**config.mk**
```make
export PLATFORM = sky130hd
export DESIGN_NAME = payload_xor_stage
export DESIGN_NICKNAME = d
export VERILOG_FILES = /design/src/rtl/pxc_pkg.sv /design/src/rtl/pxc_fifo.sv /design/src/rtl/pxc_seq.sv /design/src/rtl/pxc_keyreg.sv /design/src/rtl/payload_xor_stage.sv
export SDC_FILE = /design/constraint.sdc
export NUM_CORES = 1
export LEC_CHECK = 0
export ABC_AREA = 1
export BUFFER_PORTS_ARGS = -buffer_cell sky130_fd_sc_hd__buf_4
export CAP_MARGIN = 0
export CORE_AREA = 2 2 171 299
export DETAILED_ROUTE_END_ITERATION = 10
export DIE_AREA = 0 0 173 301
export PLACE_DENSITY = 0.5
export SLEW_MARGIN = 10
export SYNTH_ARGS = -nofsm -noshare
export SYNTH_HDL_FRONTEND = slang
export SYNTH_SLANG_ARGS = --single-unit
```
**constraint.sdc**
```tcl
create_clock -name clk -period 11.8 [get_ports clk]
set_input_delay 2.95 -clock clk [delete_from_list [all_inputs] [get_ports clk]]
set_output_delay 2.95 -clock clk [all_outputs]
set_load 0.02 [all_outputs]
```
**src/rtl/pxc_pkg.sv**
```systemverilog
package pxc_pkg;
  typedef enum logic [1:0] {
    ST_MODHDR  = 2'd0,
    ST_NETHDR  = 2'd1,
    ST_SPLIT   = 2'd2,
    ST_PAYLOAD = 2'd3
  } pxc_state_e;
endpackage

```
**src/rtl/pxc_fifo.sv**
```systemverilog
module pxc_fifo #(
  parameter int W     = 72,
  parameter int DEPTH = 4
) (
  input  logic         clk,
  input  logic         rst,
  input  logic         push,
  input  logic [W-1:0] din,
  input  logic         pop,
  output logic [W-1:0] dout,
  output logic         empty,
  output logic         not_full
);
  localparam int AW = (DEPTH > 1) ? $clog2(DEPTH) : 1;
  localparam logic [AW:0] FULL_CNT = (AW+1)'(DEPTH);

  logic [W-1:0] mem [DEPTH];
  logic [AW-1:0] wp, rp;
  logic [AW:0]   cnt;
  logic          push_ok, pop_ok;

  assign empty    = (cnt == '0);
  assign not_full = (cnt != FULL_CNT);
  assign push_ok  = push && not_full;
  assign pop_ok   = pop && !empty;
  assign dout     = mem[rp];

  always_ff @(posedge clk) begin
    if (push_ok) mem[wp] <= din;
  end

  always_ff @(posedge clk) begin
    if (rst) begin
      wp  <= '0;
      rp  <= '0;
      cnt <= '0;
    end else begin
      if (push_ok) wp <= (wp == AW'(DEPTH-1)) ? '0 : wp + 1'b1;
      if (pop_ok)  rp <= (rp == AW'(DEPTH-1)) ? '0 : rp + 1'b1;
      case ({push_ok, pop_ok})
        2'b10:   cnt <= cnt + 1'b1;
        2'b01:   cnt <= cnt - 1'b1;
        default: cnt <= cnt;
      endcase
    end
  end


  full_hold_chk: assert property (@(posedge clk) disable iff (rst)
    (push && !pop && !not_full) |=> cnt == $past(cnt));


  fill_track_chk: assert property (@(posedge clk) disable iff (rst)
    (push && not_full && !pop) |=> cnt == $past(cnt) + 1'b1);
endmodule

```
**src/rtl/pxc_seq.sv**
```systemverilog
module pxc_seq
  import pxc_pkg::*;
#(
  parameter int NB         = 8,
  parameter int SPLIT_W    = 4,
  parameter int SPLIT_LANE = 2
) (
  input  logic          clk,
  input  logic          rst,
  input  logic          xfer,
  input  logic          ctrl_zero,
  output logic [NB-1:0] lane_en,
  output logic          pkt_start
);
  localparam int CNT_W = $clog2(SPLIT_W + 1);
  localparam logic [CNT_W-1:0] LAST_HDR = CNT_W'(SPLIT_W - 1);

  pxc_state_e st;
  logic [CNT_W-1:0] wcnt;

  always_comb begin
    pkt_start = xfer && ctrl_zero && (st == ST_MODHDR);
    for (int l = 0; l < NB; l++) begin
      case (st)
        ST_SPLIT:   lane_en[l] = (l >= SPLIT_LANE);
        ST_PAYLOAD: lane_en[l] = 1'b1;
        default:    lane_en[l] = 1'b0;
      endcase
    end
  end

  always_ff @(posedge clk) begin
    if (rst) begin
      st   <= ST_MODHDR;
      wcnt <= '0;
    end else if (xfer) begin
      case (st)
        ST_MODHDR: if (ctrl_zero) begin
          st   <= ST_NETHDR;
          wcnt <= CNT_W'(1);
        end
        ST_NETHDR: begin
          if (!ctrl_zero)            st <= ST_MODHDR;
          else if (wcnt == LAST_HDR) st <= ST_SPLIT;
          wcnt <= wcnt + 1'b1;
        end
        ST_SPLIT:   st <= ctrl_zero ? ST_PAYLOAD : ST_MODHDR;
        ST_PAYLOAD: if (!ctrl_zero) st <= ST_MODHDR;
        default:    st <= ST_MODHDR;
      endcase
    end
  end


  split_entry_chk: assert property (@(posedge clk) disable iff (rst)
    (st == ST_SPLIT && $past(st) != ST_SPLIT) |-> $past(st) == ST_NETHDR);


  end_return_chk: assert property (@(posedge clk) disable iff (rst)
    (xfer && !ctrl_zero && st != ST_MODHDR) |=> st == ST_MODHDR);
endmodule

```
**src/rtl/pxc_keyreg.sv**
```systemverilog
module pxc_keyreg #(
  parameter int KEY_W = 32
) (
  input  logic             clk,
  input  logic             rst,
  input  logic             key_wr,
  input  logic [KEY_W-1:0] key_wdata,
  input  logic             pkt_start,
  output logic [KEY_W-1:0] key_act
);
  logic [KEY_W-1:0] key_stage;

  always_ff @(posedge clk) begin
    if (rst) begin
      key_stage <= '0;
      key_act   <= '0;
    end else begin
      if (key_wr) key_stage <= key_wdata;
      if (pkt_start) key_act <= key_wr ? key_wdata : key_stage;
    end
  end


  key_latch_chk: assert property (@(posedge clk) disable iff (rst)
    (key_act != $past(key_act)) |-> $past(pkt_start));
endmodule

```
**src/rtl/payload_xor_stage.sv**
```systemverilog
module payload_xor_stage #(
  parameter int DATA_W       = 64,
  parameter int CTRL_W       = 8,
  parameter int KEY_W        = 32,
  parameter int FIFO_DEPTH   = 4,
  parameter int CIPHER_START = 34
) (
  input  logic              clk,
  input  logic              rst,
  input  logic [DATA_W-1:0] in_data,
  input  logic [CTRL_W-1:0] in_ctrl,
  input  logic              in_wr,
  output logic              in_rdy,
  output logic [DATA_W-1:0] out_data,
  output logic [CTRL_W-1:0] out_ctrl,
  output logic              out_wr,
  input  logic              out_rdy,
  input  logic              key_wr,
  input  logic [KEY_W-1:0]  key_wdata
);
  localparam int NB         = DATA_W / 8;
  localparam int KB         = KEY_W / 8;
  localparam int SPLIT_W    = CIPHER_START / NB;
  localparam int SPLIT_LANE = CIPHER_START % NB;
  localparam int KROT       = KB - (CIPHER_START % KB);
  localparam int FW         = DATA_W + CTRL_W;

  logic [FW-1:0]     head;
  logic [DATA_W-1:0] head_data;
  logic [CTRL_W-1:0] head_ctrl;
  logic              fifo_empty, xfer, pkt_start;
  logic [NB-1:0]     lane_en;
  logic [KEY_W-1:0]  key_act;
  logic [DATA_W-1:0] kvec, kmask;

  assign head_data = head[FW-1:CTRL_W];
  assign head_ctrl = head[CTRL_W-1:0];
  assign xfer      = !fifo_empty && out_rdy;

  pxc_fifo #(.W(FW), .DEPTH(FIFO_DEPTH)) u_fifo (
    .clk(clk), .rst(rst), .push(in_wr), .din({in_data, in_ctrl}),
    .pop(xfer), .dout(head), .empty(fifo_empty), .not_full(in_rdy)
  );

  pxc_seq #(.NB(NB), .SPLIT_W(SPLIT_W), .SPLIT_LANE(SPLIT_LANE)) u_seq (
    .clk(clk), .rst(rst), .xfer(xfer), .ctrl_zero(head_ctrl == '0),
    .lane_en(lane_en), .pkt_start(pkt_start)
  );

  pxc_keyreg #(.KEY_W(KEY_W)) u_key (
    .clk(clk), .rst(rst), .key_wr(key_wr), .key_wdata(key_wdata),
    .pkt_start(pkt_start), .key_act(key_act)
  );

  for (genvar l = 0; l < NB; l++) begin : g_lane
    localparam int KIDX = (l + KROT) % KB;
    assign kvec[DATA_W-1-8*l -: 8]  = key_act[KEY_W-1-8*KIDX -: 8];
    assign kmask[DATA_W-1-8*l -: 8] = {8{lane_en[l]}};
  end

  always_ff @(posedge clk) begin
    if (rst) begin
      out_wr   <= 1'b0;
      out_data <= '0;
      out_ctrl <= '0;
    end else begin
      out_wr <= xfer;
      if (xfer) begin
        out_data <= head_data ^ (kvec & kmask);
        out_ctrl <= head_ctrl;
      end
    end
  end


  wr_after_rdy_chk: assert property (@(posedge clk) disable iff (rst)
    out_wr |-> $past(out_rdy));


  ctrl_pass_chk: assert property (@(posedge clk) disable iff (rst)
    out_wr |-> out_ctrl == $past(head_ctrl));


  plain_pass_chk: assert property (@(posedge clk) disable iff (rst)
    (out_wr && $past(lane_en) == '0) |-> out_data == $past(head_data));
endmodule

```
==> flow_metrics.env <==
export IMPL_power_leakage_nw=8.059
export IMPL_synth_xor_area_frac=0.03246
export IMPL_synth_top_area_frac=0.5008
export IMPL_grt_pass1_wl_um=67190
export IMPL_synth_cell_type_count=28
export IMPL_crit_path_end_kind="flip-flop"
export IMPL_relSlewSlack=0.3685
export IMPL_syn2layout_area_growth_pct=18.70
export IMPL_grt_usage=0.1677
export IMPL_clk_pin_slew_ns=0.06
export IMPL_initial_utilization=0.3491
export IMPL_yosysWarnings=0
export IMPL_synthArstFlopShare=0
export IMPL_ys_seq_area_frac=0.6759
export IMPL_fin_setup_tns_ns=0
export IMPL_crit_path_frequent_cell="buf_4"
export IMPL_synth_fa_ha_area_frac=0.006956
export IMPL_layout_nets=1903
export IMPL_clockBufferDepth=3
export IMPL_rows=108
export IMPL_min_to="u_seq.wcnt[2]$_SDFFE_PP0P_"
export IMPL_setup_viol=0
export IMPL_drtIter0Drc=814
export IMPL_synthTopCellsByArea="edfxtp_1, dfxtp_1, nor2_1"
export IMPL_worstPathArrival_ns=4.88
export IMPL_worstMarginPinSlew_ns=0.9472
export IMPL_synth_area_mm2=0.01727
export IMPL_synth_commonest_cells="nor2_1, edfxtp_1, nand2_1, dfxtp_1, o21ai_0"
export IMPL_floorplan_die_area_mm2=0.05207
export IMPL_postRouteAntennaNets=0
export IMPL_portBuffers=182
export IMPL_routed_via_density=4.618
export IMPL_yosys_mux_area_fraction=0
export IMPL_cp_required_ns=11.97
export IMPL_die_h_um=301
export IMPL_hp_start="u_seq.wcnt[2]$_SDFFE_PP0P_"
export IMPL_finalCriticalPeriod_ns=4.715
export IMPL_path_delay_family="simple AND/OR/NAND/NOR gates"
export IMPL_holdPathStages=2
export IMPL_grt_max_degree=83
export IMPL_cp_startpoint="in_wr"
export IMPL_hold_buffers=0
export IMPL_path_class="input port to flip-flop"
export IMPL_synth_simple_gate_area_frac=0.1323
export IMPL_hold_slack_ns=0.4773
export IMPL_fin_cells=2479
export IMPL_min_path_type="flip-flop to flip-flop"
export IMPL_cts_max_level=2
export IMPL_synth_compound_area_frac=0.09963
export IMPL_via_count=11450
export IMPL_drive_gt1_frac=0.1530
export IMPL_die_w_um=173
export IMPL_gp_congestion=0.7419
export IMPL_syn_nets=1764
export IMPL_synth_edf_count=288
export IMPL_first_global_vias=11150
export IMPL_drt_pass1_iterations=5
export IMPL_place_inst=2402
export IMPL_critPathBufInv=2
export IMPL_pin_count=183
export IMPL_cts_sinks=439
export IMPL_synth_top_family_by_area="simple AND/OR/NAND/NOR gates"
export IMPL_fin_worst_skew_ns=0.01339
export IMPL_powerDensity_mw_per_mm2=221.2
export IMPL_antenna_found_initial=2
export IMPL_drc_errors=0
export IMPL_rsz0062_at_grt="no"
export IMPL_startpoint_type="input port"
export IMPL_worst_path_largest_cell_delay_ns=0.78
export IMPL_synth_top_area_cell="edfxtp_1"
export IMPL_coreArea_mm2=0.04946
export IMPL_power_mw=4.534
export IMPL_syn_inst=1646
export IMPL_fin_crit_sh=0.3996
export IMPL_outcome="finished, final reports clean"
export IMPL_slowest_stage="buf_4"
export IMPL_synth_ff_type="edfxtp_1"
export IMPL_ys_ff_latch=439
export IMPL_cts_setup_buffers=0
export IMPL_post_cts_resized=0
export IMPL_cts_buffers=41
export IMPL_fmax_mhz=212.1
export IMPL_nFillCells=4898
export IMPL_vdd_ir_drop_max_v=0.0001054
export IMPL_drv_cap=0
export IMPL_crit_path_cell_trace="buf_4 -> nand2_1 -> nor2_4 -> buf_4"
export IMPL_drt_total_wl_um=44140
export IMPL_finalHoldViolCount=0
export IMPL_synth_most_common_cell="nor2_1"
export IMPL_syn_avg_cell_area_um2=10.49
export IMPL_report_final_slew_viol_count=0
export IMPL_cts_tree="built"
export IMPL_post_drt_wl_per_cell_um=17.81
export IMPL_grt_overflow_total=0
export IMPL_path_max_fanout=51
export IMPL_rr_worst_depth=11
export IMPL_cts_root_buffer_cell="clkbuf_16"
export IMPL_clock_latency_ns=0.55
export IMPL_dp_hpwl_um=27280
export IMPL_rrSetupSlack_ns=8.53
export IMPL_r2r_end="u_key.key_act[22]$_SDFFE_PP0P_"
==> registers in the layout, summed over array words and instances, names as in the netlist, named ones only <==
signal	count
out_ctrl	8
out_data	64
out_wr	1
u_fifo.cnt	3
u_fifo.mem	288
u_fifo.rp	2
u_fifo.wp	2
u_key.key_act	32
u_key.key_stage	32
u_seq.st	2
u_seq.wcnt	3
==> layout make-up <==
cell class                 count  area [um^2]  share of cell area
multi-input combinational    992         4731              0.2308
tap                          660        825.8             0.04029
sequential                   439        11680              0.5697
clock buffer                  49         1151             0.05616
timing repair buffer         193         1449             0.07069
antenna                        2        5.005           0.0002442
inverter                     118        447.9             0.02185
clock inverter                26        210.2             0.01026
==> logic make-up (layout without fill, tap and decap cells) <==
kind of cell    after synthesis  in the layout
compound gates              326            326
flops                       439            439
other cells                   0              2
simple gates                593            593
fa+ha+maj                     9              9
buf+inv                     215            386
xor+xnor                     64             64
==> layer usage <==
| metal | track usage | up-vias | wire length [um] |
|---|---|---|---|
| met3 | 0.03068 | 60 | 2007 |
| met2 | 0.2864 | 224 | 21280 |
| met5 | 0 | - | 16 |
| li1 | - | 5784 | - |
| met4 | 0.05529 | 2 | 1084 |
| met1 | 0.2150 | 5379 | 19750 |
==> through the flow <==
stage	setup WS, ns	area (um^2)	util
floorplan	5.153	17270	-
global placement	6.487	19130	0.3868
detailed placement	6.439	19130	0.3868
CTS	7.028	20490	0.4143
global route	6.956	20490	0.4144
finish	7.085	20500	0.4144
==> power breakdown <==
group / leakage [nW] / switching, mW / internal, mW
combinational: 3.50 / 0.800 / 0.426
sequential: 3.88 / 0.127 / 1.85
clock: 0.675 / 0.570 / 0.764
total: 8.06 / 1.50 / 3.04
==> worst register-to-register path, cell delays in order, from the launching register on <==
cell and delay, ns:
dfxtp_4 0.90, inv_4 0.56, nand2_1 0.22, nand3_1 0.08
nand2_1 0.11, nand2_1 0.09, nor2_4 0.19, nand4_2 0.14
inv_4 0.52, nand2_1 0.20, nand2_1 0.11, nor2_1 0.05
==> placed cells by master (no fill, tap or decap), types with 5 or more instances in the layout <==
master	n
xor2_1	16
edfxtp_1	288
o21ai_1	104
nand2_1	185
a21oi_1	19
nand3_1	23
inv_2	5
clkbuf_16	45
o22ai_1	64
nor2_1	376
buf_4	193
nor2_4	6
clkinv_2	14
inv_1	110
xnor2_1	48
clkinv_1	6
dfxtp_1	148
o21ai_0	136
ha_1	8
==> worst max-delay path by stage <==
stage	to	cells after the start
floorplan	u_fifo.mem[0][0]$_DFFE_PP_	2
global placement	u_fifo.mem[0][50]$_DFFE_PP_	4
detailed placement	u_fifo.mem[0][50]$_DFFE_PP_	4
CTS	u_fifo.mem[0][15]$_DFFE_PP_	4
global route	u_fifo.mem[0][21]$_DFFE_PP_	4
finish	u_fifo.mem[0][17]$_DFFE_PP_	4
(Power assumes the default switching activity.)
